File: config.mk
export PLATFORM = sky130hd
export DESIGN_NAME = sop_logic_array
export DESIGN_NICKNAME = d
export VERILOG_FILES = /design/src/rtl/sop_pkg.sv /design/src/rtl/sop_fuse_store.sv /design/src/rtl/sop_and_plane.sv /design/src/rtl/sop_or_plane.sv /design/src/rtl/sop_logic_array.sv
export SDC_FILE = /design/constraint.sdc
export NUM_CORES = 1
export LEC_CHECK = 0
export BUFFER_PORTS_ARGS = -buffer_cell sky130_fd_sc_hd__buf_2
export CORE_MARGIN = 1
export CORE_UTILIZATION = 40
export CTS_CLUSTER_DIAMETER = 40
export CTS_CLUSTER_SIZE = 24
export DETAILED_ROUTE_END_ITERATION = 6
export PLACE_DENSITY_LB_ADDON = 0.05
export SLEW_MARGIN = 20
export SYNTH_ARGS = -nofsm -noshare
export SYNTH_HDL_FRONTEND = slang
export SYNTH_SLANG_ARGS = --single-unit
File: constraint.sdc
create_clock -name clk -period 3 [get_ports clk]
set_input_delay 0.75 -clock clk [delete_from_list [all_inputs] [get_ports clk]]
set_output_delay 0.75 -clock clk [all_outputs]
set_load 0.005 [all_outputs]
File: src/rtl/sop_pkg.sv
package sop_pkg;

   // Selects how the OR plane gathers its product terms.
   typedef enum logic {
      MODE_FIXED = 1'b0,
      MODE_PROG  = 1'b1
   } or_mode_e;

   // Bit positions inside the control word, derived from the output count.
   function automatic int ctl_mode_bit(input int n_out);
      return 2 * n_out;
   endfunction

   function automatic int ctl_lock_bit(input int n_out);
      return 2 * n_out + 1;
   endfunction

endpackage

File: src/rtl/sop_fuse_store.sv
module sop_fuse_store
   import sop_pkg::*;
#(
   parameter int N_PT  = 16,
   parameter int N_OUT = 4,
   parameter int LIT_W = 24,
   parameter int DW    = 32,
   parameter int AW    = 5
) (
   input  logic                             clk,
   input  logic                             rst_n,
   input  logic [AW-1:0]                    cfg_addr,
   input  logic [DW-1:0]                    cfg_wdata,
   input  logic                             cfg_we,
   input  logic                             cfg_re,
   output logic [DW-1:0]                    cfg_rdata,
   output logic [N_PT-1:0][LIT_W-1:0]       and_fuse_o,
   output logic [N_OUT-1:0][N_PT-1:0]       or_fuse_o,
   output logic [N_OUT-1:0]                 pol_o,
   output logic [N_OUT-1:0]                 oe_o,
   output or_mode_e                         mode_o
);

   localparam int A_OR  = N_PT;
   localparam int A_CTL = N_PT + N_OUT;
   localparam int MB    = ctl_mode_bit(N_OUT);
   localparam int LB    = ctl_lock_bit(N_OUT);

   logic [N_OUT-1:0] pol_q;
   logic [N_OUT-1:0] oe_q;
   or_mode_e         mode_q;
   logic             lock_q;
   logic [DW-1:0]    rd_word;

   // One register row per product term.
   for (genvar t = 0; t < N_PT; t++) begin : g_and_row
      logic [LIT_W-1:0] row_q;
      always_ff @(posedge clk or negedge rst_n) begin
         if (!rst_n)
            row_q <= '1;
         else if (cfg_we && (cfg_addr == AW'(t)))
            row_q <= cfg_wdata[LIT_W-1:0];
      end
      assign and_fuse_o[t] = row_q;
   end

   // One register row per output sum.
   for (genvar k = 0; k < N_OUT; k++) begin : g_or_row
      logic [N_PT-1:0] row_q;
      always_ff @(posedge clk or negedge rst_n) begin
         if (!rst_n)
            row_q <= '1;
         else if (cfg_we && (cfg_addr == AW'(A_OR + k)))
            row_q <= cfg_wdata[N_PT-1:0];
      end
      assign or_fuse_o[k] = row_q;
   end

   always_ff @(posedge clk or negedge rst_n) begin
      if (!rst_n) begin
         pol_q  <= '0;
         oe_q   <= '0;
         mode_q <= MODE_FIXED;
         lock_q <= 1'b0;
      end else if (cfg_we && (cfg_addr == AW'(A_CTL))) begin
         pol_q  <= cfg_wdata[N_OUT-1:0];
         oe_q   <= cfg_wdata[2*N_OUT-1:N_OUT];
         mode_q <= or_mode_e'(cfg_wdata[MB]);
         lock_q <= lock_q | cfg_wdata[LB];
      end
   end

   always_comb begin
      rd_word = '0;
      for (int t = 0; t < N_PT; t++)
         if (cfg_addr == AW'(t))
            rd_word[LIT_W-1:0] = and_fuse_o[t];
      for (int k = 0; k < N_OUT; k++)
         if (cfg_addr == AW'(A_OR + k))
            rd_word[N_PT-1:0] = or_fuse_o[k];
      if (cfg_addr == AW'(A_CTL)) begin
         rd_word[N_OUT-1:0]       = pol_q;
         rd_word[2*N_OUT-1:N_OUT] = oe_q;
         rd_word[MB]              = mode_q;
         rd_word[LB]              = lock_q;
      end
   end

   always_ff @(posedge clk or negedge rst_n) begin
      if (!rst_n)
         cfg_rdata <= '0;
      else if (cfg_re)
         cfg_rdata <= lock_q ? '0 : rd_word;
   end

   assign pol_o  = pol_q;
   assign oe_o   = oe_q;
   assign mode_o = mode_q;

   // the lock never falls while reset is inactive.
   a_r9_lock_sticky: assert property (@(posedge clk) disable iff (!rst_n)
      lock_q |=> lock_q);

   // a read issued while locked returns zero.
   a_r9_locked_read_zero: assert property (@(posedge clk) disable iff (!rst_n)
      (lock_q && cfg_re) |=> (cfg_rdata == '0));

   // readback holds while no read is requested.
   a_r8_rdata_hold: assert property (@(posedge clk) disable iff (!rst_n)
      !cfg_re |=> $stable(cfg_rdata));

endmodule

File: src/rtl/sop_and_plane.sv
module sop_and_plane #(
   parameter int N_VAR = 12,
   parameter int N_PT  = 16
) (
   input  logic [N_VAR-1:0]               var_i,
   input  logic [N_PT-1:0][2*N_VAR-1:0]   fuse_i,
   output logic [N_PT-1:0]                term_o
);

   localparam int LIT_W = 2 * N_VAR;

   // Literal stage: true at even bits, complement at odd bits.
   logic [LIT_W-1:0] lit;
   for (genvar v = 0; v < N_VAR; v++) begin : g_lit
      assign lit[2*v]   = var_i[v];
      assign lit[2*v+1] = ~var_i[v];
   end

   for (genvar t = 0; t < N_PT; t++) begin : g_term
      // A disconnected literal contributes a 1 to the product.
      assign term_o[t] = &(lit | ~fuse_i[t]);

      logic contra;
      always_comb begin
         contra = 1'b0;
         for (int v = 0; v < N_VAR; v++)
            contra = contra | (fuse_i[t][2*v] & fuse_i[t][2*v+1]);
         // a row holding a literal and its complement is always 0.
         if (contra)
            a_r2_contradiction_zero: assert (term_o[t] == 1'b0);
      end
   end

endmodule

File: src/rtl/sop_or_plane.sv
module sop_or_plane
   import sop_pkg::*;
#(
   parameter int N_PT    = 16,
   parameter int N_OUT   = 4,
   parameter int PAL_GRP = 4
) (
   input  logic [N_PT-1:0]              term_i,
   input  logic [N_OUT-1:0][N_PT-1:0]   or_fuse_i,
   input  or_mode_e                     mode_i,
   input  logic [N_OUT-1:0]             pol_i,
   output logic [N_OUT-1:0]             out_o
);

   for (genvar k = 0; k < N_OUT; k++) begin : g_sum
      logic fixed_sum;
      logic prog_sum;
      logic sum;

      assign fixed_sum = |term_i[k*PAL_GRP +: PAL_GRP];
      assign prog_sum  = |(term_i & or_fuse_i[k]);
      assign sum       = (mode_i == MODE_PROG) ? prog_sum : fixed_sum;
      assign out_o[k]  = sum ^ pol_i[k];

      // an idle fixed group leaves only the polarity bit.
      always_comb begin
         if ((mode_i == MODE_FIXED) && (term_i[k*PAL_GRP +: PAL_GRP] == '0))
            a_r3_idle_group: assert (out_o[k] == pol_i[k]);
      end
   end

endmodule

File: src/rtl/sop_logic_array.sv
module sop_logic_array
   import sop_pkg::*;
#(
   parameter int N_IN    = 8,
   parameter int N_OUT   = 4,
   parameter int N_PT    = 16,
   parameter int PAL_GRP = 4,
   parameter int DW      = 32,
   parameter int AW      = 5
) (
   input  logic              clk,
   input  logic              rst_n,
   input  logic [N_IN-1:0]   in_i,
   input  logic [N_OUT-1:0]  pin_i,
   output logic [N_OUT-1:0]  pin_o,
   output logic [N_OUT-1:0]  pin_oe,
   input  logic [AW-1:0]     cfg_addr,
   input  logic [DW-1:0]     cfg_wdata,
   input  logic              cfg_we,
   input  logic              cfg_re,
   output logic [DW-1:0]     cfg_rdata
);

   localparam int N_VAR   = N_IN + N_OUT;
   localparam int LIT_W   = 2 * N_VAR;
   localparam int N_WORDS = N_PT + N_OUT + 1;

   // Elaboration-time parameter checks.
   if (DW < LIT_W)                 $error("DW too narrow for an AND row");
   if (DW < N_PT)                  $error("DW too narrow for an OR row");
   if (DW < 2 * N_OUT + 2)         $error("DW too narrow for the control word");
   if ((1 << AW) < N_WORDS)        $error("AW too narrow for the word map");
   if (N_OUT * PAL_GRP > N_PT)     $error("fixed groups exceed the term count");
   if (PAL_GRP < 1)                $error("PAL_GRP must be positive");

   logic [N_PT-1:0][LIT_W-1:0]   and_fuse;
   logic [N_OUT-1:0][N_PT-1:0]   or_fuse;
   logic [N_OUT-1:0]             pol;
   logic [N_OUT-1:0]             oe;
   or_mode_e                     mode;
   logic [N_PT-1:0]              term;

   sop_fuse_store #(
      .N_PT  (N_PT),
      .N_OUT (N_OUT),
      .LIT_W (LIT_W),
      .DW    (DW),
      .AW    (AW)
   ) u_store (
      .clk        (clk),
      .rst_n      (rst_n),
      .cfg_addr   (cfg_addr),
      .cfg_wdata  (cfg_wdata),
      .cfg_we     (cfg_we),
      .cfg_re     (cfg_re),
      .cfg_rdata  (cfg_rdata),
      .and_fuse_o (and_fuse),
      .or_fuse_o  (or_fuse),
      .pol_o      (pol),
      .oe_o       (oe),
      .mode_o     (mode)
   );

   sop_and_plane #(
      .N_VAR (N_VAR),
      .N_PT  (N_PT)
   ) u_and (
      .var_i  ({pin_i, in_i}),
      .fuse_i (and_fuse),
      .term_o (term)
   );

   sop_or_plane #(
      .N_PT    (N_PT),
      .N_OUT   (N_OUT),
      .PAL_GRP (PAL_GRP)
   ) u_or (
      .term_i    (term),
      .or_fuse_i (or_fuse),
      .mode_i    (mode),
      .pol_i     (pol),
      .out_o     (pin_o)
   );

   assign pin_oe = oe;

   // driver enables move only on a configuration write.
   a_r6_oe_hold: assert property (@(posedge clk) disable iff (!rst_n)
      !cfg_we |=> $stable(pin_oe));

   // a write beyond the control word leaves the enables alone.
   a_r10_oob_write: assert property (@(posedge clk) disable iff (!rst_n)
      (cfg_we && (int'(cfg_addr) >= N_WORDS)) |=> $stable(pin_oe));

endmodule

==> flow_metrics.py <==
metrics = {
    "run_status": {
        "failed_checks": "setup timing",
        "run_status": "finished with violations",
    },
    "clock_tree": {
        "worst_setup_hold_path_clk_slew_ps": 60,
        "worstSkewPairLatency_ps": 640,
        "cts_tree": "built",
        "cts.root.buffer_cell": "clkbuf_16",
        "htree_num_levels": 3,
        "cts.sinks": 482,
        "cts_max_path_buffers": 3,
        "numCtsBuffers": 101,
    },
    "setup_path": {
        "crit-reg2reg-capture": "u_store.cfg_rdata[6]",
        "critical_path_peak_fanout": 15,
        "category_of_the_most_critical_setup_path": "input port to output pin",
        "r2r_slack_ps": 790,
        "worstSetupEndpointType": "output pin",
        "worstSetupStartpointType": "input port",
        "worstReg2RegStart": "u_store.g_and_row[11].row_q[6]",
        "path_cells": "buf_2 -> buf_12 -> buf_4 -> mux2i_1 -> nand4_1 -> nor3_2 -> buf_4 -> a222oi_1 -> nand3_1 -> o31ai_4 -> xnor2_1 -> buf_2",
        "depth_of_the_most_critical_reg_to_reg_path": 7,
        "timing.critical_path.max_delay_family": "buffers and inverters",
        "critical-path-max-stage-delay_ps": 350,
        "worst_ep_required_time_ps": 2250,
        "cp.arrival_ps": 2940,
        "critical_path_buf_inv_count": 5,
        "worst_path_max_delay_cell": "a222oi_1",
    },
    "final_layout": {
        "proportion_of_layout_cells_with_a_drive_suffix_above_1_pct": 65.7,
        "postLayoutCellArea_um2": 34600,
        "final-instance-count-excl-fill": 3554,
        "num-nets-final": 2668,
        "area_growth_syn_to_layout_pct": 33.2,
    },
    "synth": {
        "synth_cells": 2087,
        "syn-mean-instance-area_um2": 12.5,
        "synthDominantCellAreaShare_pct": 45.3,
        "synth_simple_gate_area_share_pct": 7.04,
        "synth_common_cells": "dfstp_2, mux2_2, mux2i_1",
        "largest_family_of_logic_cells_by_synthesized_area": "multiplexers",
        "yosysSeqAreaShare_pct": 48.5,
        "synth-edff-count": 0,
        "postSynthRegisterBits": 482,
        "synthDominantAreaCellType": "dfstp_2",
        "synth-main-ff-cell": "dfstp_2",
        "synth_compound_area_share_pct": 11.1,
        "post_synth_mux_area_share_pct": 28.0,
        "synth.yosys.warnings": 0,
        "async_reset_ff_share_pct": 100,
        "yosys.area_share.xor_xnor_pct": 0.135,
        "number_of_distinct_library_cells_after_synthesis": 81,
        "synth_area_leaders": "dfstp_2, mux2_2, mux2i_1, dfrtp_1, a22oi_1",
        "synth.cell_area_um2": 26000,
        "synth.most_common_cell": "dfstp_2",
        "synth_fa_ha_area_share_pct": 0,
    },
    "global_route": {
        "via_count_of_the_first_global_routing_pass": 21300,
        "global_route.usage.total_pct": 33.2,
        "grt_max_degree": 71,
        "grt_first_pass_wirelength_um": 157000,
        "antenna_found_initial": 3,
        "globalRouteOverflowTotal": 0,
    },
    "place": {
        "detailed_place_hpwl_um": 83500,
        "final_weighted_congestion_of_routability_driven_global_placement": 0.947,
        "detailed_place.area_um2": 30900,
        "portBuffers": 76,
        "numPlacedInstances": 3362,
    },
    "floorplan": {
        "ioPinCount": 93,
        "core_um2": 64300,
        "die_area_um2": 66000,
        "fp.dieW_um": 257,
        "initial_util_pct": 40.4,
        "die_height_um": 257,
        "fp-row-count": 93,
    },
    "sta": {
        "timing.hold.ws_ps": 96.1,
        "worst-slew-pin-transition_ps": 843,
        "timing_hold_violations_final": 0,
        "grt_setup_unrepaired": "yes",
        "final_period_minus_worst_setup_slack_ps": 3690,
        "timing_max_transition_violations_final": 0,
        "min_period_over_period_pct": 123,
        "final_critical_path_setup_slack_ps": -691,
        "worst_clock_skew_on_the_final_layout_ps": 21.7,
        "final_count_of_negative_setup_slack_endpoints": 4,
        "fin_setup_tns_ps": -2730,
        "fmax_mhz": 271,
        "slew_headroom_pct": 43.8,
    },
    "routing": {
        "drc_errors": 0,
        "iteration_0_drc_markers": 1412,
        "vias": 20700,
        "ant_nets": 0,
        "final_wl_um": 109000,
        "firstDrtPassIters": 5,
        "wl_per_cell_um": 30.8,
        "viasPerCell": 5.81,
    },
    "power_and_ir_drop": {
        "p_leak_nw": 15.0,
        "design_power_total_mw": 26.4,
        "vdd.ir_drop.worst_mv": 0.423,
        "power.density_cell_area_nw_per_um2": 762,
    },
    "min_path": {
        "worst_hold_path_type": "input port to asynchronous set/reset pin",
    },
    "flow_run": {
        "max_cap_viol_count": 0,
    },
}
worst max path at each step:
stage               cells after the start       end                           start  slack [ps]
finish                                 12  pin_o[0]                         in_i[2]        -690
global route                            9  pin_o[0]  u_store.g_and_row[4].row_q[23]        -770
detailed placement                     11  pin_o[1]                         in_i[2]        -890
floorplan                               9  pin_o[1]                        pin_i[3]         -20
CTS                                    10  pin_o[2]  u_store.g_and_row[5].row_q[10]        -760
global placement                       11  pin_o[1]                         in_i[2]        -930
kinds of logic (layout without fill, tap and decap cells):
kind of cell | Yosys count | after routing
AOI/OAI and AO/OA | 396 | 396
other | 1 | 10
and+or+nand+nor | 307 | 307
buffers and inverters | 228 | 831
DFF | 482 | 482
xor gates and xnor gates | 4 | 4
muxes | 669 | 669
cells in the final DEF, fill, tap and decap left out, types with 12 or more instances in the layout:
cell and count:
nor2_1 55, o22ai_1 33, nand4_1 52, nand2b_1 15, nand3_1 16, nand2_2 12, buf_2 72, nand2_1 57
o21ai_0 52, buf_4 469, clkinv_2 19, mux2i_2 19, o221ai_1 19, mux2i_1 190, dfrtp_1 34, a221oi_1 33
buf_12 52, a21oi_1 65, clkbuf_16 103, clkbuf_8 14, a221o_1 13, a22oi_1 55, o2bb2ai_1 14, mux2_2 447
a211oi_1 15, inv_1 46, a222oi_1 14, dfstp_2 448
what timing repair did:
item / CTS / global route
pin swaps: 11 / 15
endpoints found under the setup margin: 4 / 4
hold buffers: 0 / 0
buffers inserted: 1 / 5
hold endpoints to repair: 0 / 0
gates resized for setup: 30 / 21
worst reg2reg max path, cell delays in order (launching register included):
cell and delay [ps]:
dfstp_2 360, buf_4 130, a222oi_1 300, nand4_1 270, a21oi_1 290, buf_4 200
o2111ai_1 190, a221o_1 350
state kept, by name, indices dropped and copies added (netlist names):
signal,cells
u_store.pol_o,4
u_store.lock_q,1
u_store.cfg_rdata,24
u_store.g_and_row.row_q,384
u_store.g_or_row.row_q,64
u_store.mode_o,1
u_store.oe_o,4
power breakdown:
group	total, mW	internal (mW)	switching (mW)
registers	9.77	8.66	1.12
clock network	11.3	7.49	3.85
logic	5.27	2.68	2.59
per-layer routing:
| layer | global-route usage (%) | vias up | share of wire, % |
|---|---|---|---|
| met4 | 13.3 | 2 | 4.6 |
| met3 | 4.82 | 209 | 4.6 |
| met5 | 0 | - | 0.0082 |
| met1 | 42.6 | 10700 | 42 |
| li1 | - | 9002 | - |
| met2 | 56.3 | 698 | 49 |
through the flow:
step / util (%) / setup WS [ps]
after CTS: 53.6 / -755
after global placement: 48.0 / -928
after global routing: 53.8 / -770
after floorplan: - / -19.4
final: 53.8 / -691
after detailed placement: 48.0 / -892
cell type report:
class / count / area [um2]
Timing Repair Buffer: 600 / 5000
Fill cell: 5690 / 29700
Antenna cell: 2 / 5.00
Clock inverter: 58 / 664
Tap cell: 855 / 1070
Clock buffer: 127 / 2810
Sequential cell: 482 / 12600
Inverter: 46 / 173
Multi-Input combinational cell: 1384 / 12300
Note: power is estimated with default switching activity, not from simulation.
